$ cat config.mk
export PLATFORM = sky130hd
export DESIGN_NAME = stby_seq
export DESIGN_NICKNAME = d
export VERILOG_FILES = /design/src/rtl/stby_pkg.sv /design/src/rtl/stby_sync.sv /design/src/rtl/stby_lock_timer.sv /design/src/rtl/stby_fsm.sv /design/src/rtl/stby_seq.sv
export SDC_FILE = /design/constraint.sdc
export NUM_CORES = 1
export LEC_CHECK = 0
export CORE_MARGIN = 10
export CORE_UTILIZATION = 47
export DETAILED_ROUTE_END_ITERATION = 8
export PLACE_DENSITY = 0.73
export SLEW_MARGIN = 20
export SYNTH_ARGS = -nofsm -noshare
export SYNTH_HDL_FRONTEND = slang
export SYNTH_HIERARCHICAL = 1
export SYNTH_SLANG_ARGS = --single-unit
$ cat constraint.sdc
create_clock -name clk -period 1.42 [get_ports clk]
set_input_delay 0.142 -clock clk [delete_from_list [all_inputs] [get_ports clk]]
set_output_delay 0.142 -clock clk [all_outputs]
set_load 0.03 [all_outputs]
$ cat src/rtl/stby_pkg.sv
// Shared types for the standby sequencer.
// Assumes: one clock domain; the state encoding is internal only.
package stby_pkg;

    typedef enum logic [3:0] {
        ST_RUN,
        ST_SLEEP,
        ST_DRAIN,
        ST_PURGE,
        ST_SREF_ON,
        ST_HALT,
        ST_LOCK,
        ST_SREF_OFF,
        ST_RELEASE,
        ST_WAKE
    } seq_state_t;

endpackage

$ cat src/rtl/stby_sync.sv
// Multi-flop synchronizer for a single-bit asynchronous input.
// Assumes: STAGES >= 2; rst_n is already synchronous to clk (or a constant).
module stby_sync #(
    parameter int   STAGES  = 2,
    parameter logic RST_VAL = 1'b0
) (
    input  logic clk,
    input  logic rst_n,
    input  logic d,
    output logic q
);

    logic [STAGES-1:0] chain;

    // Shift the asynchronous input through the flop chain.
    always_ff @(posedge clk) begin
        if (!rst_n) chain <= {STAGES{RST_VAL}};
        else        chain <= {chain[STAGES-2:0], d};
    end

    assign q = chain[STAGES-1];

endmodule

$ cat src/rtl/stby_lock_timer.sv
// Down-counter that measures the clock-lock interval after wakeup.
// A start pulse loads it. done is high once LOCK_CYC cycles have passed since start.
// Assumes: LOCK_CYC >= 1.
module stby_lock_timer #(
    parameter int LOCK_CYC = 64
) (
    input  logic clk,
    input  logic rst_n,
    input  logic start,
    output logic done
);

    localparam int CW = $clog2(LOCK_CYC + 1);

    logic [CW-1:0] cnt;

    // Load on start, then count down to zero and hold there.
    always_ff @(posedge clk) begin
        if (!rst_n)            cnt <= '0;
        else if (start)        cnt <= CW'(LOCK_CYC - 1);
        else if (cnt != '0)    cnt <= cnt - CW'(1);
    end

    assign done = (cnt == '0) && !start;

endmodule

$ cat src/rtl/stby_fsm.sv
// Control state machine for standby entry, stop, exit and core sleep.
// Assumes: the wake input is already synchronized; lock_done comes from stby_lock_timer.
module stby_fsm
    import stby_pkg::*;
(
    input  logic       clk,
    input  logic       rst_n,
    input  logic       stby_cmd,
    input  logic       sleep_cmd,
    input  logic       bus_idle,
    input  logic       purge_done,
    input  logic       wake_s,
    input  logic       lock_done,
    output seq_state_t state,
    output logic       lock_start
);

    seq_state_t nxt;

    // Next-state selection; standby requests win over sleep.
    always_comb begin
        nxt = state;
        unique case (state)
            ST_RUN:      if (stby_cmd) nxt = ST_DRAIN;
                         else if (sleep_cmd) nxt = ST_SLEEP;
            ST_SLEEP:    if (stby_cmd) nxt = ST_DRAIN;
                         else if (!sleep_cmd) nxt = ST_RUN;
            ST_DRAIN:    if (bus_idle) nxt = ST_PURGE;
            ST_PURGE:    if (purge_done) nxt = ST_SREF_ON;
            ST_SREF_ON:  nxt = ST_HALT;
            ST_HALT:     if (wake_s) nxt = ST_LOCK;
            ST_LOCK:     if (lock_done) nxt = ST_SREF_OFF;
            ST_SREF_OFF: nxt = ST_RELEASE;
            ST_RELEASE:  nxt = ST_WAKE;
            ST_WAKE:     nxt = ST_RUN;
            default:     nxt = ST_RUN;
        endcase
    end

    // State register with synchronous reset.
    always_ff @(posedge clk) begin
        if (!rst_n) state <= ST_RUN;
        else        state <= nxt;
    end

    assign lock_start = (state == ST_HALT) && wake_s;

endmodule

$ cat src/rtl/stby_seq.sv
// Top level of the standby power-down sequencer.
// It synchronizes reset and wakeup, runs the control FSM and lock timer,
// and decodes the power-control outputs from the current state.
// Assumes: rst_n and wake_req are asynchronous; all other inputs are synchronous to clk.
module stby_seq
    import stby_pkg::*;
#(
    parameter int LOCK_CYC    = 64,
    parameter int SYNC_STAGES = 2
) (
    input  logic clk,
    input  logic rst_n,
    input  logic stby_cmd,
    input  logic sleep_cmd,
    input  logic bus_idle,
    input  logic purge_done,
    input  logic wake_req,
    output logic purge_req,
    output logic selfref_en,
    output logic clk_en,
    output logic core_clk_en,
    output logic stby_n,
    output logic wake_irq
);

    logic       rst_q_n;
    logic       wake_s;
    logic       lock_start;
    logic       lock_done;
    seq_state_t state;

    stby_sync #(.STAGES(SYNC_STAGES), .RST_VAL(1'b0)) u_rst_sync (
        .clk   (clk),
        .rst_n (1'b1),
        .d     (rst_n),
        .q     (rst_q_n)
    );

    stby_sync #(.STAGES(SYNC_STAGES), .RST_VAL(1'b0)) u_wake_sync (
        .clk   (clk),
        .rst_n (rst_q_n),
        .d     (wake_req),
        .q     (wake_s)
    );

    stby_lock_timer #(.LOCK_CYC(LOCK_CYC)) u_timer (
        .clk   (clk),
        .rst_n (rst_q_n),
        .start (lock_start),
        .done  (lock_done)
    );

    stby_fsm u_fsm (
        .clk        (clk),
        .rst_n      (rst_q_n),
        .stby_cmd   (stby_cmd),
        .sleep_cmd  (sleep_cmd),
        .bus_idle   (bus_idle),
        .purge_done (purge_done),
        .wake_s     (wake_s),
        .lock_done  (lock_done),
        .state      (state),
        .lock_start (lock_start)
    );

    // Decode the power-control outputs from the state.
    always_comb begin
        purge_req   = 1'b0;
        selfref_en  = 1'b0;
        clk_en      = 1'b1;
        core_clk_en = 1'b1;
        stby_n      = 1'b1;
        wake_irq    = 1'b0;
        unique case (state)
            ST_SLEEP:    core_clk_en = 1'b0;
            ST_PURGE:    purge_req   = 1'b1;
            ST_SREF_ON:  selfref_en  = 1'b1;
            ST_HALT: begin
                selfref_en  = 1'b1;
                clk_en      = 1'b0;
                core_clk_en = 1'b0;
                stby_n      = 1'b0;
            end
            ST_LOCK: begin
                selfref_en  = 1'b1;
                core_clk_en = 1'b0;
                stby_n      = 1'b0;
            end
            ST_SREF_OFF: stby_n      = 1'b0;
            ST_WAKE:     wake_irq    = 1'b1;
            default:     ;
        endcase
    end

endmodule

=== Word-level counts from Yosys, hierarchy flattened ===
Cells that the tools add are included.

* Div/mod/pow operators: 0
* Shift operators: 0
* Mux-type cells: 17
* Reduce and logical (&&, ||, !) cells: 12
* Order comparisons: 0
* Equality and inequality tests: 15
* $add $sub $neg: 1
* Multiply operators: 0
* Bitwise operators: 1

{| class="wikitable"
|+ Operators with widths
! kind !! count
|-
| $pmux W4 S9 || 1
|-
| $mux W4 || 8
|-
| $eq A4 B3 Y1 const B || 4
|-
| $mux W6 || 2
|-
| $reduce_or A3 Y1 || 3
|-
| $eq A4 B2 Y1 const B || 2
|-
| $eq A4 B4 Y1 const B || 2
|-
| $ne A2 B2 Y1 const B || 4
|-
| $logic_not A7 Y1 || 1
|-
| $reduce_bool A7 Y1 || 1
|-
| $sub A7 B1 Y7 const B || 1
|-
| $mux W1 || 6
|-
| $ne A3 B3 Y1 const B || 2
|-
| $reduce_and A6 Y1 || 1
|-
| $eq A4 B1 Y1 const B || 1
|-
| $logic_not A4 Y1 || 1
|-
| $logic_and A1 B1 Y1 || 2
|-
| $reduce_bool A2 Y1 || 1
|-
| $reduce_or A2 Y1 || 1
|-
| $logic_not A1 Y1 || 1
|-
| $not A1 Y1 || 1
|}

* Output and inout port bits: 6
* Memories: 0
* Bits in read-only memories: 0
* Latch bits: 0
* Register bits after elaboration: 15
* Bits in writable memories: 0
* Logic and storage cells: 51

=== Longest topological paths before layout ===
Gate-level depths: netlist of run 1.

* Word-level depth: 6
* Gate-level depth with buffers: 10

=== Hierarchy ===
The synthesis of run 1 kept the hierarchy.

{| class="wikitable"
|+ By module, submodules not included
! module !! cells each !! seq. area each (um^2) !! times used !! area an instance (um^2)
|-
| stby_lock_timer || 48 || 140.1 || 1 || 421.7
|-
| stby_fsm || 36 || 80.1 || 1 || 287.8
|-
| stby_sync || 4 || 40.0 || 2 || 52.6
|-
| stby_seq || 11 || 0.0 || 1 || 75.1
|}

=== Worst setup path after synthesis of run 1 ===
No wires, ideal clock.

* Path kind: register to register
* Start: register u_fsm.state[2]
* End: register u_fsm.state[0]
* Cell stages (with the launch flop): 10
* Setup time: 0.123 ns
* Path buffers: 2
* Path slack: -0.126 ns
* Arrival: 1.423 ns
* Clock period less this slack: 1.546 ns
* Path through: dfxtp_1 buf_6 nand2b_1 nor3_1 clkbuf_1 nor2_1 mux2i_1 nand3b_1 nand3_1 o21ai_1

* Word-level cells in the longest chain between the ends: 6
* Elaborated cells between the ends (all ways): 20
* Those cells by class: eq/ne: 14; mux: 1; reduce/logical: 5

{| class="wikitable"
|+ RTL lines
! element !! RTL line !! text
|-
| from (decl) || stby_fsm.sv:14 || <nowiki>output seq_state_t state,</nowiki>
|-
| from (signal assigned) || stby_fsm.sv:43 || <nowiki>else state <= nxt;</nowiki>
|-
| $eq A4 B3 Y1 || stby_fsm.sv:46 || <nowiki>assign lock_start = (state == ST_HALT) && wake_s;</nowiki>
|-
| $logic_and A1 B1 Y1 || stby_fsm.sv:46 ||
|-
| via lock_start || stby_seq.sv:28 || <nowiki>logic lock_start;</nowiki>
|-
| $logic_not A1 Y1 || stby_lock_timer.sv:24 || <nowiki>assign done = (cnt == '0) && !start;</nowiki>
|-
| $logic_and A1 B1 Y1 || stby_lock_timer.sv:24 ||
|-
| via lock_done || stby_seq.sv:29 || <nowiki>logic lock_done;</nowiki>
|-
| $ne A2 B2 Y1 (no line) || - ||
|-
| $reduce_and A6 Y1 (no line) || - ||
|}

The timed path passes the listed nets, and every way through them passes these cells.
A chain may end at the register's enable or synchronous reset.

=== Worst setup path in the final report of run 1 ===
* Start: register u_timer.cnt[1]
* End: register u_timer.cnt[4]

* Word-level cells in the longest chain between the ends: 3
* Elaborated cells between the ends (all ways): 5
* Those cells by class: add/sub: 1; mux: 2; reduce/logical: 2

{| class="wikitable"
|+ RTL lines
! element !! RTL line !! text
|-
| from (decl) || stby_lock_timer.sv:15 || <nowiki>logic [CW-1:0] cnt;</nowiki>
|-
| from (signal assigned) || stby_lock_timer.sv:20 || <nowiki>else if (start) cnt <= CW'(LOCK_CYC - 1);</nowiki>
|-
| from (signal assigned) || stby_lock_timer.sv:21 || <nowiki>else if (cnt != '0) cnt <= cnt - CW'(1);</nowiki>
|-
| $sub A7 B1 Y7 || stby_lock_timer.sv:21 ||
|-
| $mux W6 || stby_lock_timer.sv:21 ||
|-
| $mux W6 || stby_lock_timer.sv:20 ||
|}

Parallel ways exist; a longest one is shown, timed or not. The select of a mux whose other input is x is not followed.

==> results of run 1 <==
-- worst max-delay path, stage by stage, from the launching register on --
cell     delay (ns)
dfxtp_2        0.35
inv_4          0.07
ha_4           0.13
or3b_4         0.40
and2_4         0.15
o31a_1         0.23
-- power groups by stage --
stage	Combinational (mW)	Clock, mW	Sequential, mW
4_1_cts	0.0570	0.246	0.430
5_1_grt	0.0650	0.267	0.432
2_1_floorplan	0.0272	0	0.441
3_5_place_dp	0.0568	0	0.440
6_report	0.0590	0.237	0.431
3_3_place_gp	0.0558	0	0.439
-- repair_timing --
item                                    4_1_cts  5_1_grt
endpoints found under the setup margin        7       13
hold buffers                                  0        0
pin swaps                                     0        5
cloned                                        0        0
buffers inserted                              2        5
endpoints found under the hold margin         0        0
resized for setup                             6       18
-- synthesized netlist by cell type (2+ instances only) --
master and instances:
a21oi_1 5, a311oi_1 2, and2_1 6, buf_6 2, clkbuf_1 2, dfxtp_1 15, ha_1 2, inv_1 3
mux2i_1 2, nand2_1 5, nand2b_1 5, nand3b_1 2, nor2_1 11, nor2b_1 5, nor3_1 4, o21a_1 2
o21ai_0 4, o21ai_1 2, o31a_1 4
-- sequential cells by signal (all words and copies together) (netlist names) --
name / flops
u_fsm/state: 4
u_rst_sync/chain: 2
u_timer/cnt: 7
u_wake_sync/chain: 2
-- per-stage QoR --
step           instance area, um2  utilization [%]
2_1_floorplan                 905                -
3_3_place_gp                 1100             62.6
3_5_place_dp                 1100             62.6
4_1_cts                      1160             66.0
5_1_grt                      1270             71.9
6_report                     1270             71.9
-- cell families (layout without fill, tap and decap cells) --
kind of cell / after synthesis / after routing / synth area share (%)
and+or+nand+nor: 49 / 49 / 34.0
other: 1 / 2 / 0.422
muxes: 2 / 2 / 2.25
buffers and inverters: 7 / 39 / 4.64
DFF: 15 / 15 / 33.8
AOI/OAI and AO/OA: 27 / 27 / 22.1
adders and majority gates: 2 / 2 / 2.81
-- layer usage --
metal / up-vias / share of wire, % / global-route usage, %
met3: 2 / 4.6 / 4.77
li1: 437 / - / -
met1: 386 / 49 / 11.9
met4: 0 / 0.37 / 1.64
met5: - / 0 / 0
met2: 17 / 46 / 15.6
-- layout make-up --
cell class | count | area [um2] | area share (%)
multi-input combinational | 82 | 614 | 48.4
tap | 25 | 31.3 | 2.47
timing repair buffer | 32 | 270 | 21.3
clock inverter | 1 | 5.00 | 0.394
clock buffer | 3 | 22.5 | 1.78
inverter | 3 | 16.3 | 1.28
sequential | 15 | 309 | 24.4
-- how the worst min path moves through the flow --
stage	startpoint	slack, ns	cells past startpoint	to
6_report	rst_n	0.42	2	u_rst_sync/chain[0]
3_5_place_dp	u_wake_sync/chain[0]	0.43	1	u_wake_sync/chain[1]
2_1_floorplan	rst_n	0.26	1	u_rst_sync/chain[0]
5_1_grt	wake_req	0.42	2	u_wake_sync/chain[0]
4_1_cts	rst_n	0.41	2	u_rst_sync/chain[0]
3_3_place_gp	u_rst_sync/chain[0]	0.41	1	u_rst_sync/chain[1]
-- cell usage in the layout (no fill, tap or decap), drive strengths merged, types with 2 or more instances in the layout --
cell type,n
clkbuf,3
a311oi,2
nand3b,2
o21ai,6
buf,26
a211oi,2
clkdlybuf4s50,6
nand2b,5
and2,6
o21a,2
nor2,11
ha,2
dfxtp,15
nor3,4
nor3b,2
inv,3
a21oi,5
nor4,2
nor2b,6
o31a,5
conb,2
nand2,6
mux2i,2
==> results.yml, run 1 <==
drt:
  drtIter0Drc: 48
  route.vias.total: 842
  drt-total-wl_um: 2170
  via_per_inst: 5.23
  ant_nets: 0
  drt_first_pass_iters: 4
  wl_per_cell_um: 13.5
  drcViolationCount: 0
grt:
  antenna_found_initial: 0
  grt_pass1_wl_um: 3360
  overflow: 0
  grt_pass1_vias: 796
  grt_usage_pct: 9.85
  grt_max_degree: 15
hold_path:
  hold_class: "in -> reg"
sta:
  finClkSkew_ns: 0.00103
  setup_viol: 1
  setup_slack_ns: -0.0169
  fmax_mhz: 696
  slew_violations: 0
  hold_ws_ns: 0.417
  hold_violations: 0
  period_share_pct: 101
  layout_min_cycle_time_ns: 1.44
  grt_setup_unrepaired: "true"
  setup_tns_ns: -0.0169
setup_path:
  cp-endpoint: "u_timer/cnt[4]"
  reg2reg_from: "u_timer/cnt[1]"
  critical_path_class: "reg -> reg"
  ff2ff_setup_slack_ns: -0.02
  r2r_cells: 5
  crit_path_start_kind: "flip-flop"
  timing.rr.end: "u_timer/cnt[4]"
  startpoint: "u_timer/cnt[1]"
  cp_max_fo: 4
  arrival_ns: 1.61
  critPathCaptureType: "flip-flop"
  crit_required_ns: 1.60
power_and_ir_drop:
  total_power_mw: 0.727
  powerDensity_nw_per_um2: 573
  p_comb_share_pct: 8.1
  p_leak_nw: 0.504
  power_switching_mw: 0.162
  internal-power_mw: 0.565
  switching_share_pct: 22.3
  seq_power_share_pct: 59.3
  power.clock.fraction_pct: 32.6
  vdd_ir_drop_max_v: 0.000402
yosys:
  synth_seq_cells: 15
  yosysWarnings: 6
  yosysTopAreaCellShare_pct: 33.8
  synth_area_leaders: "dfxtp_1 34%, nor2_1 4.6%, and2_1 4.2%"
  synth-main-ff-cell: "dfxtp_1"
  synth_area_um2: 890
  synthDistinctLibCells: 39
  netlist_instances: 103
  ys_seq_area_share_pct: 33.8
  synth_top_area_cell: "dfxtp_1"
  synthArstFlopShare_pct: 0
  synth_edf_count: 0
  synth.avg_cell_area_um2: 8.64
clock_network:
  cts-root-buf: "clkbuf_4"
  cts_tree: "yes"
  clock_path_buffers: 2
  clk_pin_slew_ns: 0.08
  cts_sinks: 15
  htree_levels: 1
  cts_buffers: 3
  clk-insertion-delay-late_ns: 0.28
die:
  rows: 15
  core_area_um2: 1760
  initial_core_util_pct: 50.4
  die_h_um: 63.5
  die_w_um: 63.5
  dieArea_um2: 4030
  ios: 13
finish:
  fin_nets: 146
  syn2layout_area_growth_pct: 42.6
  finalNonFillerCells: 161
  drive_above_1_share_pct: 41.2
  fillerInstances: 137
  n_antenna_cell: 0
placed_design:
  hpwl_um: 1480
  place_inst: 150
  place_ws_ns: -0.0315
  gp_congestion: 0.798
  port_buffers: 12
flow_run:
  max_cap_viol_count: 0
status:
  violations: "setup timing"
  status: "finished with violations"
Note: power is estimated with default switching activity, not from simulation.
==> run 2: changes to the inputs <==
--- a/config.mk
+++ b/config.mk
@@ -9,6 +9,7 @@
 export CORE_UTILIZATION = 47
 export DETAILED_ROUTE_END_ITERATION = 8
 export PLACE_DENSITY = 0.73
+export REMOVE_ABC_BUFFERS = 1
 export SLEW_MARGIN = 20
 export SYNTH_ARGS = -nofsm -noshare
 export SYNTH_HDL_FRONTEND = slang
==> results.yml, run 2 (same netlist as run 1, synthesis figures left out) <==
status:
  status: "finished with violations"
  violations: "setup timing"
setup_path:
  critPathCaptureType: "flip-flop"
  crit_path_start_kind: "flip-flop"
  r2r_cells: 5
  reg2reg_from: "u_timer/cnt[1]"
  timing.rr.end: "u_timer/cnt[4]"
  cp_max_fo: 4
  ff2ff_setup_slack_ns: -0.03
  arrival_ns: 1.62
  startpoint: "u_timer/cnt[1]"
  cp-endpoint: "u_timer/cnt[4]"
  crit_required_ns: 1.60
  critical_path_class: "reg -> reg"
clock_network:
  hold_buffers: 0
  clk-insertion-delay-late_ns: 0.28
  cts_buffers: 3
  clock_path_buffers: 2
  cts_sinks: 15
  cts_tree: "yes"
  htree_levels: 1
  cts-root-buf: "clkbuf_4"
  clk_pin_slew_ns: 0.10
placed_design:
  port_buffers: 12
  gp_congestion: 0.823
  place_inst: 148
  place_ws_ns: -0.131
  hpwl_um: 1600
die:
  initial_core_util_pct: 50.4
  core_area_um2: 1760
  rows: 15
  die_h_um: 63.5
  ios: 13
  die_w_um: 63.5
  dieArea_um2: 4030
finish:
  fin_nets: 142
  drive_above_1_share_pct: 39.4
  utilization_pct: 70.1
  syn2layout_area_growth_pct: 39.1
  largest_register_ffs: 7
  final_cell_mix: "19 x buf_4, 11 x nor2_1, 8 x dfxtp_1, 7 x dfxtp_2, 6 x clkdlybuf4s50_1"
  top_register: "u_timer/cnt"
  n_antenna_cell: 0
  reg_top3: "u_timer/cnt (7), u_fsm/state (4)"
  final_common_cell: "buf_4"
  finalNonFillerCells: 157
grt:
  grt_pass1_vias: 850
  antenna_found_initial: 0
  grt_max_degree: 14
  overflow: 0
  grt_usage_pct: 10.9
  grt_pass1_wl_um: 3690
sta:
  slew_violations: 0
  setup_viol: 3
  hold_ws_ns: 0.422
  period_share_pct: 102
  hold_violations: 0
  layout_min_cycle_time_ns: 1.45
  fmax_mhz: 691
  setup_tns_ns: -0.0586
  grt_setup_unrepaired: "true"
  finClkSkew_ns: 0.00737
  setup_slack_ns: -0.0280
flow_run:
  max_cap_viol_count: 0
drt:
  drtIter0Drc: 27
  via_per_inst: 5.62
  drcViolationCount: 0
  route.vias.total: 882
  wl_per_cell_um: 14.8
  drt-total-wl_um: 2330
  drt_first_pass_iters: 4
  ant_nets: 0
hold_path:
  hp-start: "wake_req"
  hold_class: "in -> reg"
power_and_ir_drop:
  vdd_ir_drop_max_v: 0.000642
  powerDensity_nw_per_um2: 596
  p_leak_nw: 0.484
## run 2: cell types whose count changed in the layout (fill, tap and decap cells not counted), sizes merged
cell and delta:
clkinv -1, clkbuf +1, buf -4
## run 2: timing repair
item / 4_1_cts / 5_1_grt
buffers inserted: 5 / 0
pin swaps: 2 / 4
resized for setup: 12 / 16
setup endpoints to repair: 5 / 10
## run 2: report_power, final
| group | internal, mW | switching [mW] |
|---|---|---|
| Sequential | 0.426 | 0.00449 |
| Combinational | 0.0346 | 0.0271 |
| Clock | 0.109 | 0.137 |
## run 2: metrics by stage
step	total power, mW	instance area (um2)
2_1_floorplan	0.466	863
3_3_place_gp	0.496	1080
3_5_place_dp	0.498	1080
4_1_cts	0.747	1180
5_1_grt	0.775	1240
6_report	0.738	1240
## run 2: worst min path at each step
stage	to	slack, ns	depth (start not counted)
after floorplan	u_rst_sync/chain[0]	0.26	1
after global placement	u_wake_sync/chain[1]	0.41	1
after detailed placement	u_wake_sync/chain[1]	0.42	1
after CTS	u_wake_sync/chain[0]	0.41	2
after global routing	u_wake_sync/chain[0]	0.42	2
final	u_wake_sync/chain[0]	0.42	2
## run 2: layout make-up
cell class                 count  area [um2]
timing repair buffer          28         236
fill                         146         527
sequential                    15         309
clock buffer                   4        26.3
tap                           25        31.3
multi-input combinational     82         618
inverter                       3        16.3
## run 2: worst max-delay path, cell delays in order (launching register included)
cell,delay (ns)
dfxtp_2,0.35
inv_4,0.07
ha_4,0.13
or3b_4,0.41
and2_4,0.17
o31a_1,0.22
## run 2: metal layers
layer	up-vias	wire (um)	track usage, %
li1	428	-	-
met1	435	1070	13.0
met2	17	1140	17.7
met3	2	101	3.53
met4	0	13	3.55
met5	-	0	0
==> run 3: changes to the inputs <==
--- a/config.mk
+++ b/config.mk
@@ -8,6 +8,7 @@
 export CORE_MARGIN = 10
 export CORE_UTILIZATION = 47
 export DETAILED_ROUTE_END_ITERATION = 8
+export HOLD_SLACK_MARGIN = 0.15
 export PLACE_DENSITY = 0.73
 export REMOVE_ABC_BUFFERS = 1
 export SLEW_MARGIN = 20
==> results of run 3 <==
The final DEF is identical to that of run 2; final timing and power are the same.
